File: config.mk
export PLATFORM = sky130hd
export DESIGN_NAME = uart_regif
export DESIGN_NICKNAME = d
export VERILOG_FILES = /design/src/rtl/uart_regif_pkg.sv /design/src/rtl/uart_regif_txctl.sv /design/src/rtl/uart_regif_rxhold.sv /design/src/rtl/uart_regif_csr.sv /design/src/rtl/uart_regif.sv
export SDC_FILE = /design/constraint.sdc
export NUM_CORES = 1
export LEC_CHECK = 0
export BUFFER_PORTS_ARGS = -buffer_cell sky130_fd_sc_hd__buf_2
export CORE_ASPECT_RATIO = 1.1
export CORE_UTILIZATION = 45
export DETAILED_ROUTE_END_ITERATION = 8
export PLACE_DENSITY = 0.79
export SETUP_SLACK_MARGIN = 0.4
export SLEW_MARGIN = 10
export SYNTH_ARGS = -nofsm -noshare
export SYNTH_HDL_FRONTEND = slang
export SYNTH_HIERARCHICAL = 1
export SYNTH_SLANG_ARGS = --single-unit
File: constraint.sdc
create_clock -name clk -period 2.3 [get_ports clk]
set_clock_uncertainty 0.15 [all_clocks]
set_input_delay 0.23 -clock clk [delete_from_list [all_inputs] [get_ports clk]]
set_output_delay 0.23 -clock clk [all_outputs]
set_load 0.03 [all_outputs]
File: src/rtl/uart_regif_pkg.sv
// Package: register offsets and bit positions shared by the UART register front end.
package uart_regif_pkg;
    localparam int WORD_W     = 32;
    localparam int BYTE_W     = 8;
    localparam int OFS_DATA   = 'h00;
    localparam int OFS_CTRL   = 'h04;
    localparam int OFS_CLK    = 'h08;
    localparam int RXF_BIT    = 8;
    localparam int TXR_BIT    = 9;
    localparam int MODE_LO    = 2;
    localparam int MODE_W     = 2;
    localparam int TXOVR_BIT  = 7;
    localparam int RXOVR_BIT  = 8;
    localparam int OVRUN_BIT  = 12;

    typedef enum logic [1:0] {
        SEL_NONE = 2'd0,
        SEL_DATA = 2'd1,
        SEL_CTRL = 2'd2,
        SEL_CLK  = 2'd3
    } reg_sel_e;

    typedef struct packed {
        logic [MODE_W-1:0] mode;
        logic              tx_ovr;
        logic              rx_ovr;
    } ctrl_t;
endpackage

File: src/rtl/uart_regif_txctl.sv
// Module: transmit handshake. Holds the byte to send and the busy state.
// Assumes the shifter answers each start pulse with exactly one done pulse.
module uart_regif_txctl #(
    parameter int BYTE_W = 8
) (
    input  logic              clk,
    input  logic              rst_n,
    input  logic              launch_i,
    input  logic [BYTE_W-1:0] byte_i,
    input  logic              done_i,
    output logic              start_o,
    output logic [BYTE_W-1:0] byte_o,
    output logic              ready_o
);
    logic busy_q;
    logic accept;

    // Accept a launch only while the shifter is idle.
    assign accept  = launch_i & ~busy_q;
    assign ready_o = ~busy_q;

    // Busy flag, start pulse and held byte.
    always_ff @(posedge clk) begin
        if (!rst_n) begin
            busy_q  <= 1'b0;
            start_o <= 1'b0;
            byte_o  <= '0;
        end else begin
            start_o <= accept;
            if (accept) begin
                busy_q <= 1'b1;
                byte_o <= byte_i;
            end else if (done_i) begin
                busy_q <= 1'b0;
            end
        end
    end

    AST_TX_START_MARKS_BUSY: assert property (@(posedge clk) disable iff (!rst_n)
        start_o |-> busy_q);
    AST_TX_BYTE_HELD: assert property (@(posedge clk) disable iff (!rst_n)
        (busy_q && !start_o) |-> $stable(byte_o));
endmodule

File: src/rtl/uart_regif_rxhold.sv
// Module: receive holding byte with valid flag and sticky overrun.
// Assumes at most one arrival pulse per cycle; arrival beats acknowledge.
module uart_regif_rxhold #(
    parameter int BYTE_W = 8
) (
    input  logic              clk,
    input  logic              rst_n,
    input  logic              arrive_i,
    input  logic [BYTE_W-1:0] byte_i,
    input  logic              ack_i,
    input  logic              ovr_clr_i,
    output logic              full_o,
    output logic [BYTE_W-1:0] byte_o,
    output logic              ovr_o
);
    logic lost;

    // A byte is lost when one is still unread and not being released.
    assign lost = arrive_i & full_o & ~ack_i;

    // Valid flag and held byte.
    always_ff @(posedge clk) begin
        if (!rst_n) begin
            full_o <= 1'b0;
            byte_o <= '0;
        end else if (arrive_i) begin
            full_o <= 1'b1;
            byte_o <= byte_i;
        end else if (ack_i) begin
            full_o <= 1'b0;
        end
    end

    // Sticky overrun, set wins over clear.
    always_ff @(posedge clk) begin
        if (!rst_n)
            ovr_o <= 1'b0;
        else if (lost)
            ovr_o <= 1'b1;
        else if (ovr_clr_i)
            ovr_o <= 1'b0;
    end

    AST_RX_FLAG_ON_ARRIVAL: assert property (@(posedge clk) disable iff (!rst_n)
        arrive_i |=> full_o);
    AST_OVR_STICKY: assert property (@(posedge clk) disable iff (!rst_n)
        (ovr_o && !ovr_clr_i) |=> ovr_o);
    AST_ACK_KEEPS_BYTE: assert property (@(posedge clk) disable iff (!rst_n)
        (ack_i && !arrive_i) |=> $stable(byte_o));
endmodule

File: src/rtl/uart_regif_csr.sv
// Module: control/status fields and the clock word.
// Assumes write strobes are already decoded; overrun lives in the receive path.
module uart_regif_csr
    import uart_regif_pkg::*;
(
    input  logic              clk,
    input  logic              rst_n,
    input  logic              wr_ctrl_i,
    input  logic              wr_clk_i,
    input  logic [WORD_W-1:0] wdata_i,
    output ctrl_t             ctrl_o,
    output logic [WORD_W-1:0] clk_cfg_o
);
    // Mode and override fields.
    always_ff @(posedge clk) begin
        if (!rst_n) begin
            ctrl_o <= '0;
        end else if (wr_ctrl_i) begin
            ctrl_o.mode   <= wdata_i[MODE_LO +: MODE_W];
            ctrl_o.tx_ovr <= wdata_i[TXOVR_BIT];
            ctrl_o.rx_ovr <= wdata_i[RXOVR_BIT];
        end
    end

    // Clock word storage.
    always_ff @(posedge clk) begin
        if (!rst_n)
            clk_cfg_o <= '0;
        else if (wr_clk_i)
            clk_cfg_o <= wdata_i;
    end

    AST_CLK_WORD_HOLD: assert property (@(posedge clk) disable iff (!rst_n)
        !wr_clk_i |=> $stable(clk_cfg_o));
    AST_CTRL_HOLD: assert property (@(posedge clk) disable iff (!rst_n)
        !wr_ctrl_i |=> $stable(ctrl_o));
endmodule

File: src/rtl/uart_regif.sv
// Module: UART register front end top. Decodes a 32-bit word bus into the
// data, control/status and clock words and drives the shifter handshakes.
// Assumes single-cycle bus accesses and a combinational read path.
module uart_regif
    import uart_regif_pkg::*;
#(
    parameter int ADDR_W = 8
) (
    input  logic              clk,
    input  logic              rst_n,
    input  logic              bus_sel,
    input  logic              bus_wr,
    input  logic [ADDR_W-1:0] bus_addr,
    input  logic [31:0]       bus_wdata,
    output logic [31:0]       bus_rdata,
    output logic              tx_start,
    output logic [7:0]        tx_byte,
    input  logic              tx_done,
    input  logic              rx_valid,
    input  logic [7:0]        rx_byte,
    input  logic              cts_in,
    output logic              tx_enable,
    output logic              rx_ready,
    output logic [1:0]        if_mode,
    output logic [31:0]       clk_cfg
);
    reg_sel_e           sel;
    logic               wr_data, wr_ctrl, wr_clk, rd;
    logic               tx_rdy, rx_full, ovr;
    logic [BYTE_W-1:0]  rx_held;
    ctrl_t              ctrl;

    // Address decode into a register select.
    always_comb begin
        if      (bus_addr == ADDR_W'(OFS_DATA)) sel = SEL_DATA;
        else if (bus_addr == ADDR_W'(OFS_CTRL)) sel = SEL_CTRL;
        else if (bus_addr == ADDR_W'(OFS_CLK))  sel = SEL_CLK;
        else                                    sel = SEL_NONE;
    end

    // Write strobes and read enable.
    assign wr_data = bus_sel & bus_wr & (sel == SEL_DATA);
    assign wr_ctrl = bus_sel & bus_wr & (sel == SEL_CTRL);
    assign wr_clk  = bus_sel & bus_wr & (sel == SEL_CLK);
    assign rd      = bus_sel & ~bus_wr;

    uart_regif_txctl #(.BYTE_W(BYTE_W)) u_tx (
        .clk      (clk),
        .rst_n    (rst_n),
        .launch_i (wr_data & bus_wdata[TXR_BIT]),
        .byte_i   (bus_wdata[BYTE_W-1:0]),
        .done_i   (tx_done),
        .start_o  (tx_start),
        .byte_o   (tx_byte),
        .ready_o  (tx_rdy)
    );

    uart_regif_rxhold #(.BYTE_W(BYTE_W)) u_rx (
        .clk       (clk),
        .rst_n     (rst_n),
        .arrive_i  (rx_valid),
        .byte_i    (rx_byte),
        .ack_i     (wr_data & bus_wdata[RXF_BIT]),
        .ovr_clr_i (wr_ctrl & bus_wdata[OVRUN_BIT]),
        .full_o    (rx_full),
        .byte_o    (rx_held),
        .ovr_o     (ovr)
    );

    uart_regif_csr u_csr (
        .clk       (clk),
        .rst_n     (rst_n),
        .wr_ctrl_i (wr_ctrl),
        .wr_clk_i  (wr_clk),
        .wdata_i   (bus_wdata),
        .ctrl_o    (ctrl),
        .clk_cfg_o (clk_cfg)
    );

    // Handshakes after the override bits.
    assign tx_enable = ctrl.tx_ovr | cts_in;
    assign rx_ready  = ctrl.rx_ovr | ~rx_full;
    assign if_mode   = ctrl.mode;

    // Read data multiplexer.
    always_comb begin
        bus_rdata = '0;
        if (rd) begin
            case (sel)
                SEL_DATA: begin
                    bus_rdata[BYTE_W-1:0] = rx_held;
                    bus_rdata[RXF_BIT]    = rx_full;
                    bus_rdata[TXR_BIT]    = tx_rdy;
                end
                SEL_CTRL: begin
                    bus_rdata[MODE_LO +: MODE_W] = ctrl.mode;
                    bus_rdata[TXOVR_BIT]         = ctrl.tx_ovr;
                    bus_rdata[RXOVR_BIT]         = ctrl.rx_ovr;
                    bus_rdata[OVRUN_BIT]         = ovr;
                end
                SEL_CLK:  bus_rdata = clk_cfg;
                default:  bus_rdata = '0;
            endcase
        end
    end

    AST_NO_START_WITHOUT_WRITE: assert property (@(posedge clk) disable iff (!rst_n)
        !(wr_data && bus_wdata[TXR_BIT]) |=> !tx_start);
    AST_UNDEF_WRITE_INERT: assert property (@(posedge clk) disable iff (!rst_n)
        (bus_sel && bus_wr && sel == SEL_NONE && !rx_valid) |=> ($stable(clk_cfg) && $stable(rx_full)));
endmodule

; Word level (Yosys, flattened, before mapping)
; Cells that the tools add are included.
[op_classes]
muxes = 18
n_bitwise = 17
n_eq_ne = 5
reduce_logical = 4
[op_table]
columns = cell, n
row1 = $mux 32, 1
row2 = $mux 19, 1
row3 = $pmux 2 s3, 2
row4 = $and 1x1->1, 11
row5 = $eq 8x3->1 const B, 1
row6 = $eq 8x4->1 const B, 1
row7 = $logic_not 8->1, 1
row8 = $mux 2, 4
row9 = $mux 1, 6
row10 = $pmux 3 s2, 1
row11 = $reduce_bool 2->1, 3
row12 = $eq 2x2->1 const B, 2
row13 = $not 1->1, 4
row14 = $pmux 1 s2, 2
row15 = $pmux 2 s2, 1
row16 = $eq 2x1->1 const B, 1
row17 = $or 1x1->1, 2
[word_totals]
output_inout_bits = 77
input_bits = 55
ff_bits = 56
wordCells = 54

; Depth between registers and ports, before layout
; Gate-level depths: netlist of the first run.
[logic_depth]
word_depth = 10
depth_mapped = 7
mapped_depth_nobuf = 5

; Modules after synthesis
; The synthesis of the first run kept the hierarchy.
[modules_own_cells]
columns = module, cells_each, n_inst, seq_area_each_um2, area_per_inst_um2
row1 = uart_regif_csr, 116, 1, 720.7, 1393.8
row2 = uart_regif, 75, 1, 0.0, 510.5
row3 = uart_regif_txctl, 42, 1, 200.2, 404.1
row4 = uart_regif_rxhold, 32, 1, 200.2, 376.6

; Worst setup path before layout of the first run
; OpenSTA, ideal clock, no wires.
[synth_timing]
path_kind = input -> output
startpoint = input port bus_addr[3]
endpoint = output port bus_rdata[2]
arrival_time_ps = 1443
n_path_buf = 2
cell_stages = 5
slack_ps = 477
t_required_ps = 1920
cell_sequence = buf_2 nor2b_1 buf_2 nand2_1 a21oi_1
[synth_between]
elab_chain_cells = 7
elab_cells_between_ends = 11
classes_between = 5 x eq/ne / 5 x mux / 1 x reduce/logical
[synth_rtl]
columns = element, line_no
row1 = start: declaration, uart_regif.sv:13  ; input logic [ADDR_W-1:0] bus_addr,
row2 = $eq 8x4->1, uart_regif.sv:37  ; else if (bus_addr == ADDR_W'(OFS_CLK)) sel = SEL_CLK;
row3 = $mux 2, uart_regif.sv:37
row4 = $mux 2, uart_regif.sv:36  ; else if (bus_addr == ADDR_W'(OFS_CTRL)) sel = SEL_CTRL;
row5 = $mux 2 (*), uart_regif.sv:35  ; if (bus_addr == ADDR_W'(OFS_DATA)) sel = SEL_DATA;
row6 = $eq 2x2->1 / $eq 2x1->1 (equally long branches), uart_regif.sv:89  ; case (sel)
row7 = $pmux 2 s3 (*), uart_regif.sv:89
row8 = $mux 32 (*), uart_regif.sv:88  ; if (rd) begin
row9 = end: declaration, uart_regif.sv:15  ; output logic [31:0] bus_rdata,
; Mark *: on every way between the ends. The rest lies on a longest branch, timed or not.

; Final worst setup path of the first run
[layout_timing]
startpoint = input port bus_addr[6]
endpoint = output port bus_rdata[28]
[layout_between]
elab_chain_cells = 7
elab_cells_between_ends = 9
classes_between = 3 x eq/ne / 5 x mux / 1 x reduce/logical
[layout_rtl]
columns = element, line_no
row1 = $eq 8x4->1, uart_regif.sv:37
row2 = $mux 2, uart_regif.sv:37
row3 = $mux 2, uart_regif.sv:36
row4 = $mux 2 (*), uart_regif.sv:35
row5 = $eq 2x2->1 (*), uart_regif.sv:89
row6 = $mux 19 (*), uart_regif.sv:89
row7 = $mux 32 (*), uart_regif.sv:88
; Marked as above.

==> results of run 1 <==
[timing repair]
item / CTS / global route
resized for setup: 0 / 20
endpoints found under the hold margin: 0 / 0
gates cloned: 1 / 2
buffers inserted: 2 / 0
pin swaps: 3 / 0
endpoints found under the setup margin: 4 / 34
[state kept, by name, summed over array words and instances (netlist names)]
name and count:
u_csr/clk_cfg_o 32, u_rx/byte_o 8, u_tx/byte_o 8, u_csr/ctrl_o 4
u_rx/full_o 1, u_rx/ovr_o 1, u_tx/busy_q 1, u_tx/start_o 1
[layout make-up]
class	instances	area share
Tap cell	77	0.0272
Multi-Input combinational cell	191	0.409
Clock inverter	3	0.0120
Sequential cell	56	0.316
Timing Repair Buffer	140	0.216
Inverter	1	0.00106
Clock buffer	5	0.0194
[synthesized netlist by cell type, types with 2 or more instances]
library cell | count | area [µm²]
a21oi_1 | 4 | 20.0
nor2_1 | 8 | 30.0
buf_12 | 3 | 60.1
and3_1 | 20 | 125
buf_2 | 4 | 20.0
buf_6 | 6 | 67.6
nor3b_1 | 3 | 22.5
mux2i_1 | 62 | 621
or2_2 | 5 | 31.3
nor2b_1 | 46 | 288
clkbuf_1 | 5 | 18.8
nor4b_1 | 2 | 17.5
dfxtp_1 | 56 | 1120
nand2_1 | 23 | 86.3
[power by group]
| group | switching, mW | internal, mW | total [mW] |
|---|---|---|---|
| clock network | 0.318 | 0.323 | 0.641 |
| registers | 0.00661 | 0.980 | 0.987 |
| logic | 0.0798 | 0.0784 | 0.158 |
| total | 0.405 | 1.38 | 1.79 |
[stage by stage]
| stage | area, µm² | setup WS [ps] | power [mW] | util |
|---|---|---|---|---|
| CTS | 3470 | 422 | 1.80 | 0.601 |
| floorplan | 2690 | 477 | 1.09 | - |
| global placement | 3330 | 194 | 1.16 | 0.577 |
| finish | 3550 | 438 | 1.79 | 0.615 |
| global route | 3550 | 396 | 1.85 | 0.615 |
| detailed placement | 3330 | 119 | 1.16 | 0.577 |
[critical path: stages]
cell and delay, ps:
buf_2 120, nor4_4 280, buf_6 170, and4b_2 320, and3_1 180, clkbuf_4 180
[cell families (layout without fill, tap and decap cells)]
kind of cell           after synthesis  count (layout)
AOI/OAI and AO/OA                    8               8
buffers and inverters               21             149
DFF                                 56              56
muxes                               62              62
and+or+nand+nor                    118             121
[routing by layer]
metal | GRT usage | vias up
met1 | 0.255 | 1084
met2 | 0.355 | 109
met5 | 0 | -
met4 | 0.0387 | 0
li1 | - | 1160
met3 | 0.0704 | 6
[cells in the final DEF, fill, tap and decap left out, drive strengths merged]
cell      instances
and2              1
o211a             1
nand4             1
mux2i            62
nor4b             2
nand3             1
nor3b             3
a21oi             4
or2               5
clkbuf           11
bufinv            1
dfxtp            56
buf             134
and4b             4
nand2            23
inv               1
and3b             1
nor4              1
o21a              1
a31o              1
nor3              1
nand2b            1
nor2b            47
a2bb2oi           1
clkinv            1
nor2              8
nand4b            1
and3             21
clkinvlp          1
[path summary, 6_finish.rpt]
check	startpoint	end	cells after the start
max reg2reg	u_tx/busy_q	u_tx/byte_o[3]	3
max	bus_addr[6]	bus_rdata[28]	6
min reg2reg	u_tx/byte_o[6]	u_tx/byte_o[6]	2
min	rx_byte[0]	u_rx/byte_o[0]	3
==> reports/metrics.cfg, run 1 <==
[timing]
rsz0062_at_grt=yes
setup_viol=0
fin_setup_tns_ps=0
final_max_slew_viol_count=0
period_share=0.810
relSlewSlack=0.502
fmax_mhz=537
finalCriticalPeriod_ps=1860
holdWs_ps=20.0
tightest_slew_ps=747
final-hold-violation-count=0

[floorplan]
die_h_um=83.0
die_width_um=75.7
core_um2=5770
start_util=0.465
ios=132
die_area_um2=6280
std_cell_rows=29

[clock_network]
cts_max_level=2
cts.sinks=56
cts_tree=yes
cts.clk_slew.worst_paths_ps=100
cts_root_buf=clkbuf_8
numCtsBuffers=5
clk_latency_ps=310
clock_path_buffers=2
ctsHoldBuffers=0

[synthesis]
yosys_register_bits=56
synth_ff_type=dfxtp_1
synth_nets=320
async_flop_share=0
syn_avg_cell_area_um2=10.1
synth_top_family_by_area=simple AND/OR/NAND/NOR gates
synthSimpleGateAreaFrac=0.263
synth_xor_area_frac=0
seq_area_frac_synth=0.418
synthDistinctLibCells=32
synth_area_um2=2690
synth_compound_area_frac=0.0205
yosys_warnings=6
synthMuxAreaShare=0.231
synthAdderAreaFrac=0
synth_edf_count=0
synthCells=265

[place]
io_buffers=131
post-dp-hpwl_um=4710
dp.cells=460
gp_congestion=0.720

[routing]
dr.pass1.iters=4
drt-initial-drc-count=99
drc=0
wl_met1_um=2910
via_per_inst=4.99
met3WireLength_um=611
wl_met2_um=3230
highest_layer=met4
antenna_left=0
wl_per_cell_um=14.3
num_vias=2359
wl_um=6790

[worst_setup_path]
cp_max_fo=7
critical_path_class=in -> out
crit_required_ps=1920
reg2reg_slack_ps=1220
worst_setup_path_start_kind=input pin
cp-end-kind=primary output
arrival_ps=1480

[power]
powerDensity_nw_per_um2=503
irDropWorstVdd_v=0.000286
p_leak_nw=1.65

[grt]
grt_max_degree=51
grt_overflow_total=0
antenna_found_initial=0
globalRouteTotalUtil=0.209
grt_pass1_vias=2116
grt_first_pass_wirelength_um=9990

[finish]
area_growth_syn_to_layout_pct=32.2
seq_area_um2=1120
layout.cells.non_filler=473
diodes=0
drive_above_1_share=0.422
fillers=527
multi_input_area_um2=1450
nets=450

[job]
cap_violations=0

[status]
outcome=complete, no violations

[worst_hold_path]
hp-class=in -> reg

Power figures use the tool's default switching activity.
==> run 2: changes to the inputs <==
Settings changed: CORE_UTILIZATION 45 to 41, PLACE_DENSITY 0.79 to 0.75.
Clock period 2.3 ns to 1.6 ns, I/O delays scaled along.
==> reports/metrics.cfg, run 2 (synthesis results as in run 1) <==
[place]
io_buffers=131  ; unchanged
gp_congestion=0.767  ; +6.5%
post_dp_cell_area_um2=3550  ; +6.6%
post-dp-hpwl_um=5050  ; +7.1%
dp.cells=473  ; +2.8%

[clock_network]
cts.clk_slew.worst_paths_ps=90  ; about the same
numCtsBuffers=5  ; unchanged
cts_tree=yes
clock_path_buffers=2  ; unchanged
cts_root_buf=clkbuf_8
cts.sinks=56  ; unchanged
clk_latency_ps=300  ; about the same
cts_max_level=2  ; unchanged

[worst_setup_path]
worst_setup_path_start_kind=input pin
crit_required_ps=1290  ; -630 ps
cp_max_fo=6  ; -1
cp-end-kind=primary output
reg2reg_from=u_tx/busy_q
r2r_cells=3  ; unchanged
reg2reg_slack_ps=530  ; -690 ps
arrival_ps=1440  ; -40 ps
reg2reg_to=u_tx/byte_o[5]
critical_path_class=in -> out

[timing]
final_max_slew_viol_count=0  ; unchanged
finalCriticalPeriod_ps=1750
postLayoutSetupSlackWorst_ps=-148  ; -586 ps
tightest_slew_ps=421  ; -326 ps
fmax_mhz=572
holdWs_ps=5.90  ; -14.1 ps
final-hold-violation-count=0  ; unchanged
setup_viol=42  ; +42
period_share=1.09
rsz0062_at_grt=yes
relSlewSlack=0.719  ; +0.217

[worst_hold_path]
min_to=u_tx/byte_o[2]
hold_depth=3  ; unchanged
hp-class=in -> reg
holdCritStartpoint=bus_wdata[2]

[floorplan]
ios=132  ; unchanged
die_width_um=79.2  ; +4.6%
die_h_um=86.9  ; +4.6%
std_cell_rows=30  ; +3.4%
die_area_um2=6880  ; +9.5%
start_util=0.431  ; -0.0345
core_um2=6230  ; +8.0%

[finish]
nets=511  ; +14%
final_cell_mix=59 x mux2i_1, 59 x buf_2, 49 x buf_6
largest_register=u_csr/clk_cfg_o
largest_register_ffs=32  ; unchanged
stdcell_area_um2=4770  ; +34%
diodes=0  ; unchanged
post-route-util=0.766  ; +0.151
layout.cells.non_filler=536  ; +13%
reg_top3=u_csr/clk_cfg_o x32, u_rx/byte_o x8, u_tx/byte_o x8
area_growth_syn_to_layout_pct=77.7
drive_above_1_share=0.559  ; +0.137

[routing]
wl_per_cell_um=17.7  ; +23%
num_vias=2715  ; +15%
via_per_inst=5.07  ; +1.6%
antenna_left=0  ; unchanged
drt-initial-drc-count=87  ; -12%
dr.pass1.iters=4  ; unchanged
drc=0  ; unchanged
wl_um=9490  ; +40%

[power]
switching_share=0.241  ; +0.0145
internal_power_mw=1.91  ; +38%
irDropWorstVdd_v=0.000412  ; +44%
pwr-share-clk=0.295  ; -0.064
power_frac_seq=0.565  ; +0.012
powerDensity_nw_per_um2=527  ; +4.7%
p_leak_nw=2.01  ; +21%
p_sw_mw=0.606  ; +50%
combPwrFrac=0.141  ; +0.052
power.total_mw=2.51  ; +41%

[status]
outcome=finished, violations left
violations=negative setup slack

[grt]
grt_max_degree=26  ; -49%
grt_overflow_total=0  ; unchanged
antenna_found_initial=0  ; unchanged
grt_first_pass_wirelength_um=13600  ; +36%
globalRouteTotalUtil=0.259  ; +0.0501
grt_pass1_vias=2820  ; +33%

[job]
cap_violations=0  ; unchanged

run 2: cell types whose count changed in the layout (fill, tap and decap cells not counted), sizes merged:
cell         previous run  this run
dlygate4sd3             0        36
clkbuf                 11        13
clkinvlp                1         0
buf                   134       158
bufinv                  1         0
run 2: layer usage:
layer  GRT usage  vias up  part of all wire
li1            -     1289                 -
met3      0.0754       21             0.079
met4      0.0843        0             0.020
met5           0        -                 0
met2       0.494      131              0.52
met1       0.270     1274              0.38
run 2: power by group through the flow:
| stage | sequential [mW] | combinational [mW] | clock, mW |
|---|---|---|---|
| floorplan | 1.45 | 0.123 | 0 |
| global placement | 1.45 | 0.236 | 0 |
| detailed placement | 1.45 | 0.239 | 0 |
| CTS | 1.42 | 0.335 | 0.749 |
| global route | 1.42 | 0.377 | 0.807 |
| finish | 1.42 | 0.353 | 0.741 |
run 2: timing repair:
item / 4_1_cts / 5_1_grt
endpoints found under the hold margin: 40 / 0
resized for setup: 124 / 80
cloned: 5 / 1
endpoints found under the setup margin: 90 / 117
hold buffers: 36 / 0
pin swaps: 15 / 10
setup buffers: 10 / 4
run 2: through the flow:
step | TNS (ps) | setup slack (ps)
3_5_place_dp | -18160 | -332
5_1_grt | -5760 | -169
4_1_cts | -1520 | -69.2
3_3_place_gp | -15940 | -288
6_report | -2650 | -148
2_1_floorplan | -2210 | -57.7
run 2: worst max path at each step:
stage          slack, ps        start                   to
5_1_grt             -170  bus_addr[6]        bus_rdata[11]
4_1_cts              -70  bus_addr[6]        bus_rdata[19]
3_3_place_gp        -290  bus_addr[5]       u_tx/byte_o[2]
3_5_place_dp        -330  bus_addr[5]       u_tx/byte_o[4]
6_report            -150  bus_addr[6]        bus_rdata[11]
2_1_floorplan        -60  bus_addr[5]  u_csr/clk_cfg_o[12]
run 2: area by class of cell:
class | count | area [µm²]
timing repair buffer | 201 | 1760
multi-input combinational | 191 | 1670
fill | 411 | 1460
sequential | 56 | 1160
tap | 80 | 100
clock buffer | 6 | 72.6
clock inverter | 1 | 5.00
inverter | 1 | 3.75
run 2: critical path: stages:
cell and delay, ps:
buf_6 100, nor4_4 280, buf_4 190, and4b_2 330, and3_2 240, buf_6 140
